File: config.mk
export PLATFORM = sky130hd
export DESIGN_NAME = adc_conv_ctrl
export DESIGN_NICKNAME = d
export VERILOG_FILES = /design/src/rtl/adc_ctrl_pkg.sv /design/src/rtl/adc_seq_fsm.sv /design/src/rtl/adc_ctrl_regs.sv /design/src/rtl/adc_sample_latch.sv /design/src/rtl/adc_conv_ctrl.sv
export SDC_FILE = /design/constraint.sdc
export NUM_CORES = 1
export LEC_CHECK = 0
export CAP_MARGIN = 5
export CORE_AREA = 10 10 59 109
export DETAILED_ROUTE_END_ITERATION = 8
export DIE_AREA = 0 0 69 119
export GPL_TIMING_DRIVEN = 0
export HOLD_SLACK_MARGIN = 0.05
export PLACE_DENSITY = 0.81
export SYNTH_ARGS = -nofsm -noshare
export SYNTH_HDL_FRONTEND = slang
export SYNTH_HIERARCHICAL = 1
export SYNTH_SLANG_ARGS = --single-unit
File: constraint.sdc
create_clock -name clk -period 1.9 [get_ports clk]
set_input_delay 0.38 -clock clk [delete_from_list [all_inputs] [get_ports clk]]
set_output_delay 0.38 -clock clk [all_outputs]
set_load 0.01 [all_outputs]
File: src/rtl/adc_ctrl_pkg.sv
package adc_ctrl_pkg;

    // Register geometry
    localparam int REG_W    = 8;
    localparam int FLAG_BIT = 3;

    // Register addresses on the one-bit address port
    localparam logic ADDR_RESULT  = 1'b0;
    localparam logic ADDR_CONTROL = 1'b1;

    typedef enum logic {
        ST_IDLE    = 1'b0,
        ST_CONVERT = 1'b1
    } conv_state_t;

endpackage

File: src/rtl/adc_seq_fsm.sv
module adc_seq_fsm
    import adc_ctrl_pkg::*;
#(
    parameter int CONV_CYCLES = 50
) (
    input  logic clk,
    input  logic rst_n,
    input  logic start_i,
    output logic finish_o
);

    localparam int CNT_W = (CONV_CYCLES > 1) ? $clog2(CONV_CYCLES) : 1;
    localparam logic [CNT_W-1:0] LAST_CNT = CNT_W'(CONV_CYCLES - 1);
    localparam logic [CNT_W-1:0] ONE_CNT  = CNT_W'(1);

    conv_state_t      state_q, state_d;
    logic [CNT_W-1:0] cnt_q, cnt_d;
    logic             finish_d;

    // Next-state and output logic
    always_comb begin
        state_d  = state_q;
        cnt_d    = cnt_q;
        finish_d = 1'b0;
        unique case (state_q)
            ST_IDLE: begin
                if (start_i) begin            // START
                    state_d = ST_CONVERT;
                    cnt_d   = '0;
                end
            end
            ST_CONVERT: begin
                if (start_i) begin            // RESTART
                    cnt_d = '0;
                end else if (cnt_q == LAST_CNT) begin  // FINISH
                    state_d  = ST_IDLE;
                    cnt_d    = '0;
                    finish_d = 1'b1;
                end else begin
                    cnt_d = cnt_q + ONE_CNT;
                end
            end
            default: begin
                state_d = ST_IDLE;
                cnt_d   = '0;
            end
        endcase
    end

    // State register
    always_ff @(posedge clk) begin
        if (!rst_n) begin
            state_q <= ST_IDLE;
            cnt_q   <= '0;
        end else begin
            state_q <= state_d;
            cnt_q   <= cnt_d;
        end
    end

    assign finish_o = finish_d;


    start_enters_convert_chk: assert property (@(posedge clk) disable iff (!rst_n)
        start_i |=> (state_q == ST_CONVERT && cnt_q == '0));


    cnt_step_chk: assert property (@(posedge clk) disable iff (!rst_n)
        (state_q == ST_CONVERT && !start_i && cnt_q != LAST_CNT)
            |=> (state_q == ST_CONVERT && cnt_q == $past(cnt_q) + ONE_CNT));


    last_returns_idle_chk: assert property (@(posedge clk) disable iff (!rst_n)
        (state_q == ST_CONVERT && !start_i && cnt_q == LAST_CNT) |=> (state_q == ST_IDLE));


    idle_holds_chk: assert property (@(posedge clk) disable iff (!rst_n)
        (state_q == ST_IDLE && !start_i) |=> (state_q == ST_IDLE));

endmodule

File: src/rtl/adc_ctrl_regs.sv
module adc_ctrl_regs
    import adc_ctrl_pkg::*;
(
    input  logic             clk,
    input  logic             rst_n,
    input  logic             ctrl_wr_i,
    input  logic [REG_W-1:0] wdata_i,
    input  logic             finish_i,
    input  logic             result_rd_i,
    output logic [REG_W-1:0] ctrl_o,
    output logic             irq_o,
    output logic             start_o
);

    logic [REG_W-1:0] ctrl_q;
    logic             irq_q;

    // A control write with the flag clear is the start command
    assign start_o = ctrl_wr_i && !wdata_i[FLAG_BIT];

    always_ff @(posedge clk) begin
        if (!rst_n) begin
            ctrl_q <= '0;
        end else if (ctrl_wr_i) begin
            ctrl_q <= wdata_i;
        end else if (finish_i) begin
            ctrl_q[FLAG_BIT] <= 1'b1;
        end
    end

    // Completion outranks an acknowledge in the same cycle
    always_ff @(posedge clk) begin
        if (!rst_n) begin
            irq_q <= 1'b0;
        end else if (finish_i) begin
            irq_q <= 1'b1;
        end else if (result_rd_i) begin
            irq_q <= 1'b0;
        end
    end

    assign ctrl_o = ctrl_q;
    assign irq_o  = irq_q;


    finish_flags_chk: assert property (@(posedge clk) disable iff (!rst_n)
        finish_i |=> (ctrl_q[FLAG_BIT] && irq_q));


    read_clears_irq_chk: assert property (@(posedge clk) disable iff (!rst_n)
        (result_rd_i && !finish_i) |=> !irq_q);


    finish_beats_ack_chk: assert property (@(posedge clk) disable iff (!rst_n)
        (result_rd_i && finish_i) |=> irq_q);


    start_clears_flag_chk: assert property (@(posedge clk) disable iff (!rst_n)
        start_o |=> !ctrl_q[FLAG_BIT]);


    quiet_holds_chk: assert property (@(posedge clk) disable iff (!rst_n)
        (!ctrl_wr_i && !finish_i && !result_rd_i) |=> ($stable(ctrl_q) && $stable(irq_q)));

endmodule

File: src/rtl/adc_sample_latch.sv
module adc_sample_latch #(
    parameter int NUM_CH   = 8,
    parameter int SAMPLE_W = 8
) (
    input  logic                         clk,
    input  logic                         rst_n,
    input  logic [NUM_CH*SAMPLE_W-1:0]   samples_i,
    input  logic [$clog2(NUM_CH)-1:0]    chan_i,
    input  logic                         capture_i,
    output logic [SAMPLE_W-1:0]          result_o
);

    logic [SAMPLE_W-1:0] lane [NUM_CH];
    logic [SAMPLE_W-1:0] sel_sample;
    logic [SAMPLE_W-1:0] result_q;

    for (genvar g = 0; g < NUM_CH; g++) begin : g_lane
        assign lane[g] = samples_i[g*SAMPLE_W +: SAMPLE_W];
    end

    assign sel_sample = lane[chan_i];

    always_ff @(posedge clk) begin
        if (!rst_n) begin
            result_q <= '0;
        end else if (capture_i) begin
            result_q <= sel_sample;
        end
    end

    assign result_o = result_q;


    capture_value_chk: assert property (@(posedge clk) disable iff (!rst_n)
        capture_i |=> (result_q == $past(samples_i[chan_i*SAMPLE_W +: SAMPLE_W])));


    hold_value_chk: assert property (@(posedge clk) disable iff (!rst_n)
        !capture_i |=> $stable(result_q));

endmodule

File: src/rtl/adc_conv_ctrl.sv
module adc_conv_ctrl
    import adc_ctrl_pkg::*;
#(
    parameter int NUM_CH      = 8,
    parameter int SAMPLE_W    = 8,
    parameter int CONV_CYCLES = 50
) (
    input  logic                       clk,
    input  logic                       rst_n,
    input  logic                       reg_addr,
    input  logic                       reg_wr,
    input  logic                       reg_rd,
    input  logic [REG_W-1:0]           reg_wdata,
    output logic [REG_W-1:0]           reg_rdata,
    input  logic [NUM_CH*SAMPLE_W-1:0] ch_samples,
    output logic                       adc_irq
);

    localparam int CH_W = $clog2(NUM_CH);

    logic             ctrl_wr;
    logic             result_rd;
    logic             start;
    logic             finish;
    logic [REG_W-1:0] ctrl;
    logic [SAMPLE_W-1:0] result;

    assign ctrl_wr   = reg_wr && (reg_addr == ADDR_CONTROL);
    assign result_rd = reg_rd && (reg_addr == ADDR_RESULT);

    adc_ctrl_regs u_regs (
        .clk         (clk),
        .rst_n       (rst_n),
        .ctrl_wr_i   (ctrl_wr),
        .wdata_i     (reg_wdata),
        .finish_i    (finish),
        .result_rd_i (result_rd),
        .ctrl_o      (ctrl),
        .irq_o       (adc_irq),
        .start_o     (start)
    );

    adc_seq_fsm #(
        .CONV_CYCLES (CONV_CYCLES)
    ) u_fsm (
        .clk      (clk),
        .rst_n    (rst_n),
        .start_i  (start),
        .finish_o (finish)
    );

    adc_sample_latch #(
        .NUM_CH   (NUM_CH),
        .SAMPLE_W (SAMPLE_W)
    ) u_latch (
        .clk       (clk),
        .rst_n     (rst_n),
        .samples_i (ch_samples),
        .chan_i    (ctrl[CH_W-1:0]),
        .capture_i (finish),
        .result_o  (result)
    );

    always_comb begin
        if (!reg_rd) begin
            reg_rdata = '0;
        end else if (reg_addr == ADDR_CONTROL) begin
            reg_rdata = ctrl;
        end else begin
            reg_rdata = REG_W'(result);
        end
    end

endmodule

==> Yosys cells after proc, flatten, opt, wreduce, memory -nomap -nowiden <==
Index checks and enable logic that the tools add are counted.
{ "totals": {"input_bits": 77, "elab_cells": 39, "output_inout_bits": 9, "reg_bits": 24} }
{ "op_classes": {"n_addsub": 1, "n_mux": 20, "magnitude_cmp": 1, "reduce_logical": 6, "bitwise_logic": 3, "n_eq_ne": 2} }
{ "ops": {"columns": ["cell", "count"], "rows": [
  ["$mux 8", 4],
  ["$bmux 8 s3", 1],
  ["$mux 6", 3],
  ["$pmux 6 s2", 1],
  ["$mux 1", 10],
  ["$add 6x1->6 const B", 1],
  ["$eq 6x6->1 const B", 1],
  ["$ge 4x4->1 const B", 1],
  ["$not 3->4", 1],
  ["$reduce_bool 2->1", 2],
  ["$logic_and 1x1->1", 3],
  ["$ne 2x2->1 const B", 1],
  ["$not 1->1", 2],
  ["$pmux 1 s2", 1],
  ["$logic_not 1->1", 1]
]} }

==> Longest topological paths before layout <==
Gate-level depths: netlist of the first run.
{ "depth": {"depth_word": 6, "depth_mapped": 8, "mapped_depth_nobuf": 6} }

==> Cells and area by module <==
Netlist of the first run, hierarchy kept.
{ "by_module_without_submodules": {"columns": ["mod", "cells_per_inst", "area_each_um2", "seq_area_each_um2", "instances"], "rows": [
  ["adc_sample_latch", 82, 789.5, 160.2, 1],
  ["adc_ctrl_regs", 29, 350.3, 180.2, 1],
  ["adc_seq_fsm", 40, 349.1, 140.1, 1],
  ["adc_conv_ctrl", 19, 157.7, 0.0, 1]
]} }

==> Worst setup path after synthesis of the first run <==
Ideal clock, no wire load.
{ "synth_timing": {"kind": "in2reg", "from": "input reg_addr", "to": "register u_latch.result_q[2] (netlist: u_latch/result_o[2])", "stages": 8, "slack_ns": -0.139, "required_ns": 1.830, "n_path_buf": 3, "arrival_time_ns": 1.969, "setup_time_ns": 0.070, "path_cell_list": "buf_6 > and2_2 > buf_6 > nor2b_4 > nor3b_1 > clkbuf_1 > o21ai_0 > a21oi_1"} }
{ "synth_via": {"elab_chain_len": 4} }
{ "synth_rtl": {"columns": ["element", "line", "source"], "rows": [
  ["start, declared", "adc_conv_ctrl.sv:10", "input logic reg_addr,"],
  ["$logic_and 1x1->1", "adc_conv_ctrl.sv:28", "assign ctrl_wr = reg_wr && (reg_addr == ADDR_CONTROL);"],
  ["via ctrl_wr", "adc_conv_ctrl.sv:21", "logic ctrl_wr;"],
  ["$logic_and 1x1->1", "adc_ctrl_regs.sv:19", "assign start_o = ctrl_wr_i && !wdata_i[FLAG_BIT];"],
  ["via start", "adc_conv_ctrl.sv:23", "logic start;"],
  ["$mux 1", "adc_seq_fsm.sv:33", "if (start_i) begin"],
  ["$mux 1", "adc_seq_fsm.sv:25", "unique case (state_q)"],
  ["via finish", "adc_conv_ctrl.sv:24", "logic finish;"],
  ["end signal, assigned", "adc_sample_latch.sv:27", "result_q <= sel_sample;"],
  ["end, declared", "adc_sample_latch.sv:15", "logic [SAMPLE_W-1:0] result_q;"]
]} }
The timed path passes the listed nets, and every way through them passes these cells.
A chain may end at the register's enable or synchronous reset.

==> Final worst setup path of the first run <==
{ "layout_timing": {"from": "register u_regs.ctrl_q[0] (netlist: u_regs/ctrl_o[0])", "to": "output reg_rdata[0]"} }
{ "layout_via": {"elab_chain_len": 2} }
{ "layout_rtl": {"columns": ["element", "line", "source"], "rows": [
  ["start, declared", "adc_ctrl_regs.sv:15", "logic [REG_W-1:0] ctrl_q;"],
  ["start signal, assigned", "adc_ctrl_regs.sv:25", "ctrl_q <= wdata_i;"],
  ["$mux 8", "adc_conv_ctrl.sv:67", "end else if (reg_addr == ADDR_CONTROL) begin"],
  ["$mux 8", "adc_conv_ctrl.sv:65", "if (!reg_rd) begin"],
  ["end, declared", "adc_conv_ctrl.sv:14", "output logic [REG_W-1:0] reg_rdata,"]
]} }
No other way between the ends.

==> flow_metrics.py, run 1 <==
metrics = {
    "yosys": {
        "synth_area_sq_mm": 0.00165,
        "syn_inst": 170,
        "synth_edf_count": 0,
        "syn_avg_cell_area_sq_um": 9.69,
        "synth-seq-cells": 24,
        "yosysUniqueCellTypes": 38,
        "synth_top_flop_cell": "dfxtp_1",
        "syn-num-nets": 249,
        "synthArstFlopShare_pct": 0,
        "yosys_warnings": 6,
        "ys_seq_area_share_pct": 29.2,
    },
    "sta": {
        "fin_crit_sh_pct": 96.6,
        "slew_viol_final": 0,
        "hold_viol": 0,
        "hold_ws_ns": 0.517,
        "slew_headroom_pct": 63.3,
        "clock.fmax_ghz": 0.545,
        "worst_slew_pin_slew_ns": 0.548,
        "post-route-min-period_ns": 1.84,
        "rsz0062_at_grt": "no",
        "fin_ws_ns": 0.0637,
        "finalSetupViolCount": 0,
        "fin_worst_skew_ns": 0.00241,
    },
    "place": {
        "place_hpwl_microns": 4670,
        "pre_cts_slack_ns": -0.570,
        "gp_congestion": 0.922,
        "place_area_sq_mm": 0.00256,
        "dp_cells": 311,
        "io_buffers": 84,
    },
    "routing": {
        "via_count": 1679,
        "drcViolationCount": 0,
        "ant_nets": 0,
        "routed_wl_microns": 5780,
        "wire_per_inst_microns": 18.3,
        "drt_iter0_markers": 72,
        "drtPass1Iterations": 4,
        "viasPerCell": 5.31,
    },
    "floorplan": {
        "ios": 86,
        "die_w_microns": 69,
        "die_area_sq_mm": 0.00821,
        "initial_core_util_pct": 34.5,
        "rows": 36,
        "coreArea_sq_mm": 0.00477,
        "fp.dieH_microns": 119,
    },
    "worst_setup_path": {
        "reg2reg_depth": 6,
        "slowest_stage": "clkdlybuf4s50_1",
        "cp.arrival_ns": 1.46,
        "cp-start-kind": "flop",
        "crit_path_end_kind": "output port",
        "crit_type": "flop to output port",
        "cp_cell_sequence": "mux2i_1 -> nor2b_1 -> clkdlybuf4s50_1",
        "worstPathRequired_ns": 1.52,
        "cp_max_fo": 7,
        "max_stage_delay_ns": 0.57,
    },
    "clock_network": {
        "clk_path_buf_depth": 2,
        "root_buffer": "clkbuf_8",
        "clkTransAtPathRegs_ns": 0.08,
        "cts_max_level": 1,
        "numCtsBuffers": 3,
        "cts_sinks": 24,
        "clkLatencyLatePin_ns": 0.26,
        "postCtsHoldBufs": 0,
        "cts_tree": "built",
    },
    "power": {
        "power.density_mw_per_mm2": 462,
        "ir_worst_vdd_mv": 0.497,
        "cellLeakagePower_nw": 0.952,
    },
    "layout": {
        "drive_gt1_share_pct": 15.1,
        "area_growth_pct": 60.2,
        "nNetsFinal": 339,
        "antenna_cells": 0,
        "fin_area_sq_mm": 0.00264,
        "fin_util_pct": 55.2,
        "stdcell_count": 316,
    },
    "hold_path": {
        "hp-class": "flop to flop",
        "hold_path_depth": 1,
    },
    "grt": {
        "grt_use_total_pct": 13.6,
        "grt_max_degree": 20,
        "antenna_found_initial": 0,
        "grt_pass1_vias": 1785,
        "gr-total-overflow": 0,
        "grt_pass1_wl_microns": 9460,
    },
    "run": {
        "cap_violations": 0,
    },
    "outcome": {
        "status": "completed",
    },
}
-- flip-flops by register name, indices dropped and copies added (netlist names) --
| register | count |
|---|---|
| u_fsm/state_q | 1 |
| u_regs/irq_o | 1 |
| u_fsm/cnt_q | 6 |
| u_latch/result_o | 8 |
| u_regs/ctrl_o | 8 |
-- routing by layer --
metal	vias up	GRT usage, %	part of all wire, %
met5	-	0	0
met4	0	2.28	0.43
met3	4	3.82	7.7
met2	77	22.0	47
met1	779	17.6	45
li1	819	-	-
-- final timing paths --
kind	from	to	slack, ns
worst min-delay path	u_fsm/cnt_q[5]$_SDFFE_PN0P_	u_fsm/cnt_q[5]$_SDFFE_PN0P_	0.52
worst max register to register	u_fsm/cnt_q[0]$_SDFFE_PN0P_	u_latch/result_o[2]$_SDFFE_PN0P_	0.19
worst min register to register	u_fsm/cnt_q[5]$_SDFFE_PN0P_	u_fsm/cnt_q[5]$_SDFFE_PN0P_	0.52
worst max-delay path	u_regs/ctrl_o[0]$_SDFFE_PN0P_	reg_rdata[0]	0.06
-- per-stage QoR --
stage               power, mW  setup TNS (ns)
finish                   1.22               0
global route             1.27               0
CTS                      1.23               0
detailed placement      0.888           -5.66
global placement        0.881           -5.06
floorplan               0.687               0
-- what timing repair did --
item                       CTS  global route
gates resized for setup      5             5
setup endpoints to repair   16             5
cloned                       0             0
pin swaps                    1             0
buffers inserted             1             0
-- layout make-up --
cell class / count / area, sq um
fill: 472 / 2140
multi-input combinational: 136 / 1090
timing repair buffer: 85 / 843
sequential: 24 / 487
buffer: 9 / 90.1
tap: 57 / 71.3
clock buffer: 4 / 55.1
inverter: 1 / 3.75
-- cells in the final DEF, fill, tap and decap left out, drive strengths merged, types with 7 or more instances in the layout --
cell and count:
buf 8, nand2 7, dfxtp 24, a21oi 12, clkbuf 7, nor2b 19
o21ai 8, clkdlybuf4s50 83, mux2i 31, mux2 16
-- synthesized netlist by cell type (2+ instances only) --
cell type / n / share of area, %
o21ai_0: 8 / 2.4
a221o_1: 6 / 3.6
a22oi_1: 2 / 0.91
nor2_1: 4 / 0.91
a21oi_1: 12 / 3.6
nand2b_1: 4 / 1.5
buf_6: 3 / 2.1
dfxtp_1: 24 / 29
o221ai_1: 2 / 1.1
nand3b_1: 2 / 0.91
mux2i_1: 31 / 19
mux2_2: 16 / 11
ha_1: 2 / 1.5
nand2_1: 7 / 1.6
a311oi_1: 2 / 1.1
o22ai_1: 6 / 2.3
nor2b_1: 18 / 6.8
-- logic make-up (layout without fill, tap and decap cells) --
group           count (synthesis)  after routing  share of synthesized area (%)
compound gates                 41             41                           16.4
buf+inv                        10             99                           5.47
flops                          24             24                           29.2
simple gates                   45             45                           17.1
xor+xnor                        1              1                          0.532
fa+ha+maj                       2              2                           1.52
mux                            47             47                           29.8
-- report_power, final --
| part | internal [mW] | leakage (nW) | total, mW | switching [mW] |
|---|---|---|---|---|
| registers | 0.513 | 0.196 | 0.525 | 0.0114 |
| clock network | 0.185 | 0.0288 | 0.343 | 0.158 |
| logic | 0.238 | 0.728 | 0.351 | 0.113 |
-- critical path: cells and delay by family, from the launching register on --
family / cells / cell delay (ns)
buffers and inverters: 1 / 0.57
DFF: 1 / 0.41
and+or+nand+nor: 1 / 0.12
muxes: 1 / 0.09
Note: power is estimated with default switching activity, not from simulation.
==> run 2, diff against run 1 <==
- SLEW_MARGIN: unset -> 20
==> results of run 2 <==
No change in the layout: final DEF, timing and power equal those of run 1.
==> run 3, diff against run 2 <==
- PLACE_DENSITY: 0.81 -> 0.8
- SYNTH_HIERARCHICAL: 1 -> unset
==> run 3 against run 2 <==
Net effect: worst hold slack got worse by 0.045 ns; cell area shrank 1.9%; non-clock buffer count rose by 1; die area is the same; power decreased by 3.0%; sequential power shrank 1%; clock power fell by 2%; clock skew grew 0.0039 ns; global-route usage down 2.2 points; via count fell by 8.5%.
==> flow_metrics.py, run 3 <==
metrics = {
    "yosys": {
        "syn_inst": 154,
        "synth_edf_count": 0,
        "yosys_warnings": 0,
        "synth-seq-cells": 24,
        "syn-num-nets": 233,
        "synthTopCellsByArea": "dfxtp_1 30%, mux4_2 23%, mux2i_1 11%",
        "yosys-top-cells-count": "24 x dfxtp_1, 17 x mux2i_1, 16 x mux4_2",
        "ys_seq_area_share_pct": 30.1,
        "synth_area_leader_cell": "dfxtp_1",
        "synthArstFlopShare_pct": 0,
        "synth_area_sq_mm": 0.00160,
        "yosysUniqueCellTypes": 31,
        "synth_most_common_cell": "dfxtp_1",
        "synth_top_area_share_pct": 30.1,
        "syn_avg_cell_area_sq_um": 10.4,
        "synth_top_flop_cell": "dfxtp_1",
    },
    "worst_setup_path": {
        "cp.arrival_ns": 1.44,
        "crit_path_end_kind": "output port",
        "worstPathRequired_ns": 1.52,
        "r2r_end": "u_latch.result_o[7]$_SDFFE_PN0P_",
        "crit_type": "flop to output port",
        "cp_max_fo": 2,
        "ff2ff_setup_slack_ns": 0.18,
        "cp-start-kind": "flop",
        "r2r-start": "u_regs.ctrl_o[1]$_SDFFE_PN0N_",
        "reg2reg_depth": 5,
    },
    "floorplan": {
        "ios": 86,
        "die_area_sq_mm": 0.00821,
        "rows": 36,
        "initial_core_util_pct": 33.5,
        "fp.dieH_microns": 119,
        "coreArea_sq_mm": 0.00477,
        "die_w_microns": 69,
    },
    "sta": {
        "worst_slew_pin_slew_ns": 0.500,
        "fin_crit_sh_pct": 95.7,
        "slew_headroom_pct": 66.4,
        "slew_viol_final": 0,
        "post-route-min-period_ns": 1.82,
        "fin_ws_ns": 0.0825,
        "setup-tns-final_ns": 0,
        "rsz0062_at_grt": "no",
        "clock.fmax_ghz": 0.550,
        "hold_viol": 0,
        "fin_worst_skew_ns": 0.00634,
        "finalSetupViolCount": 0,
    },
    "routing": {
        "drtPass1Iterations": 4,
        "viasPerCell": 5.14,
        "drcViolationCount": 0,
        "routed_wl_microns": 5090,
        "wire_per_inst_microns": 17.0,
        "ant_nets": 0,
        "drt_iter0_markers": 46,
        "via_count": 1537,
    },
    "place": {
        "place_hpwl_microns": 4260,
        "io_buffers": 83,
        "gp_congestion": 0.823,
        "pre_cts_slack_ns": -0.225,
        "dp_cells": 294,
    },
    "grt": {
        "antenna_found_initial": 0,
        "grt_use_total_pct": 11.4,
        "grt_pass1_vias": 1666,
        "grt_max_degree": 18,
        "grt_pass1_wl_microns": 8140,
        "gr-total-overflow": 0,
    },
    "layout": {
        "layout_common_cells": "79 x clkdlybuf4s50_1, 23 x dfxtp_1, 17 x mux2i_1, 16 x mux4_2, 12 x nand2_1",
        "drive_gt1_share_pct": 14.0,
        "stdcell_count": 299,
        "antenna_cells": 0,
        "nNetsFinal": 322,
        "fill_cells": 456,
        "area_growth_pct": 61.9,
        "final_common_cell": "clkdlybuf4s50_1",
    },
    "hold_path": {
        "worstHoldStart": "u_regs.ctrl_o[7]$_SDFFE_PN0N_",
        "hold_path_depth": 2,
        "holdPathEnd": "u_regs.ctrl_o[7]$_SDFFE_PN0N_",
        "hp-class": "flop to flop",
    },
    "power": {
        "ir_worst_vdd_mv": 0.419,
        "p_total_mw": 1.18,
        "power.density_mw_per_mm2": 457,
        "cellLeakagePower_nw": 0.963,
    },
    "clock_network": {
        "root_buffer": "clkbuf_8",
        "clkLatencyLatePin_ns": 0.26,
        "clkTransAtPathRegs_ns": 0.08,
        "clk_path_buf_depth": 2,
        "numCtsBuffers": 3,
        "cts_tree": "built",
        "postCtsHoldBufs": 0,
        "cts_sinks": 24,
        "cts_max_level": 1,
    },
    "run": {
        "cap_violations": 0,
    },
    "outcome": {
        "status": "completed",
    },
}
## run 3: cell count changes after synthesis, moves of 3 or more
cell | before | now
a21boi_0 | 0 | 7
o22ai_1 | 6 | 1
mux4_2 | 0 | 16
a31oi_1 | 1 | 4
nand2b_1 | 4 | 1
nand3_1 | 1 | 10
a221o_1 | 6 | 0
nor2b_1 | 18 | 10
inv_1 | 1 | 4
nand2_1 | 7 | 12
mux2_2 | 16 | 0
mux2i_1 | 31 | 17
## run 3: through the flow
step                      util (%)  hold WS [ns]  cell area, sq um
after floorplan                  -         0.441              1600
after detailed placement      52.4         0.462              2500
after global routing          54.2         0.498              2590
after CTS                     53.9         0.472              2570
after global placement        52.4         0.459              2500
final                         54.2         0.471              2590
## run 3: power breakdown
group	internal, mW	leakage, nW	switching, mW
Sequential	0.513	0.195	0.00737
Combinational	0.227	0.739	0.100
Clock	0.184	0.0288	0.151
## run 3: what timing repair did
action | in CTS | in global routing
gates cloned | 0 | 0
pin swaps | 0 | 0
gates resized for setup | 13 | 3
buffers inserted | 1 | 2
endpoints found under the setup margin | 8 | 3
## run 3: cells by family after synthesis
logic type	after synthesis	share of synthesized area, %
flip-flops	24	30.1
adder cells (fa/ha/maj)	2	1.57
buffers and inverters	15	5.17
AND/OR/NAND/NOR	44	16.3
AO/OA/AOI/OAI	35	13.2
XOR/XNOR	1	0.548
multiplexers	33	33.2
## run 3: worst max-delay path, stage by stage, from the launching register on
cell and delay, ns:
dfxtp_1 0.37, buf_12 0.11, mux2i_1 0.06, nor2b_1 0.11
clkdlybuf4s50_1 0.54
## run 3: layout make-up
cell class,instances,area [sq um],area share (%)
Tap cell,57,71.3,2.76
Timing Repair Buffer,86,848,32.8
Multi-Input combinational cell,115,1030,40.0
Buffer,9,77.6,3.00
Inverter,4,15.0,0.581
Sequential cell,24,484,18.7
Clock buffer,4,55.1,2.13
## run 3: worst max path at each step
stage | from | slack, ns | end | depth (start not counted)
after CTS | reg_addr | 0.002 | reg_rdata[5] | 5
after detailed placement | reg_addr | -0.22 | reg_rdata[6] | 5
after global routing | u_regs.ctrl_o[2]$_SDFFE_PN0N_ | 0.03 | reg_rdata[2] | 5
after global placement | reg_addr | -0.24 | reg_rdata[5] | 5
after floorplan | reg_addr | 0.36 | reg_rdata[5] | 4
final | u_regs.ctrl_o[1]$_SDFFE_PN0N_ | 0.08 | reg_rdata[1] | 4
## run 3: per-layer routing
layer  GRT usage (%)  up-vias  part of all wire (%)
li1                -      755                     -
met5               0        -                     0
met3            4.82        2                   9.2
met2            19.8       70                    49
met1            12.9      710                    42
met4            1.14        0                  0.24
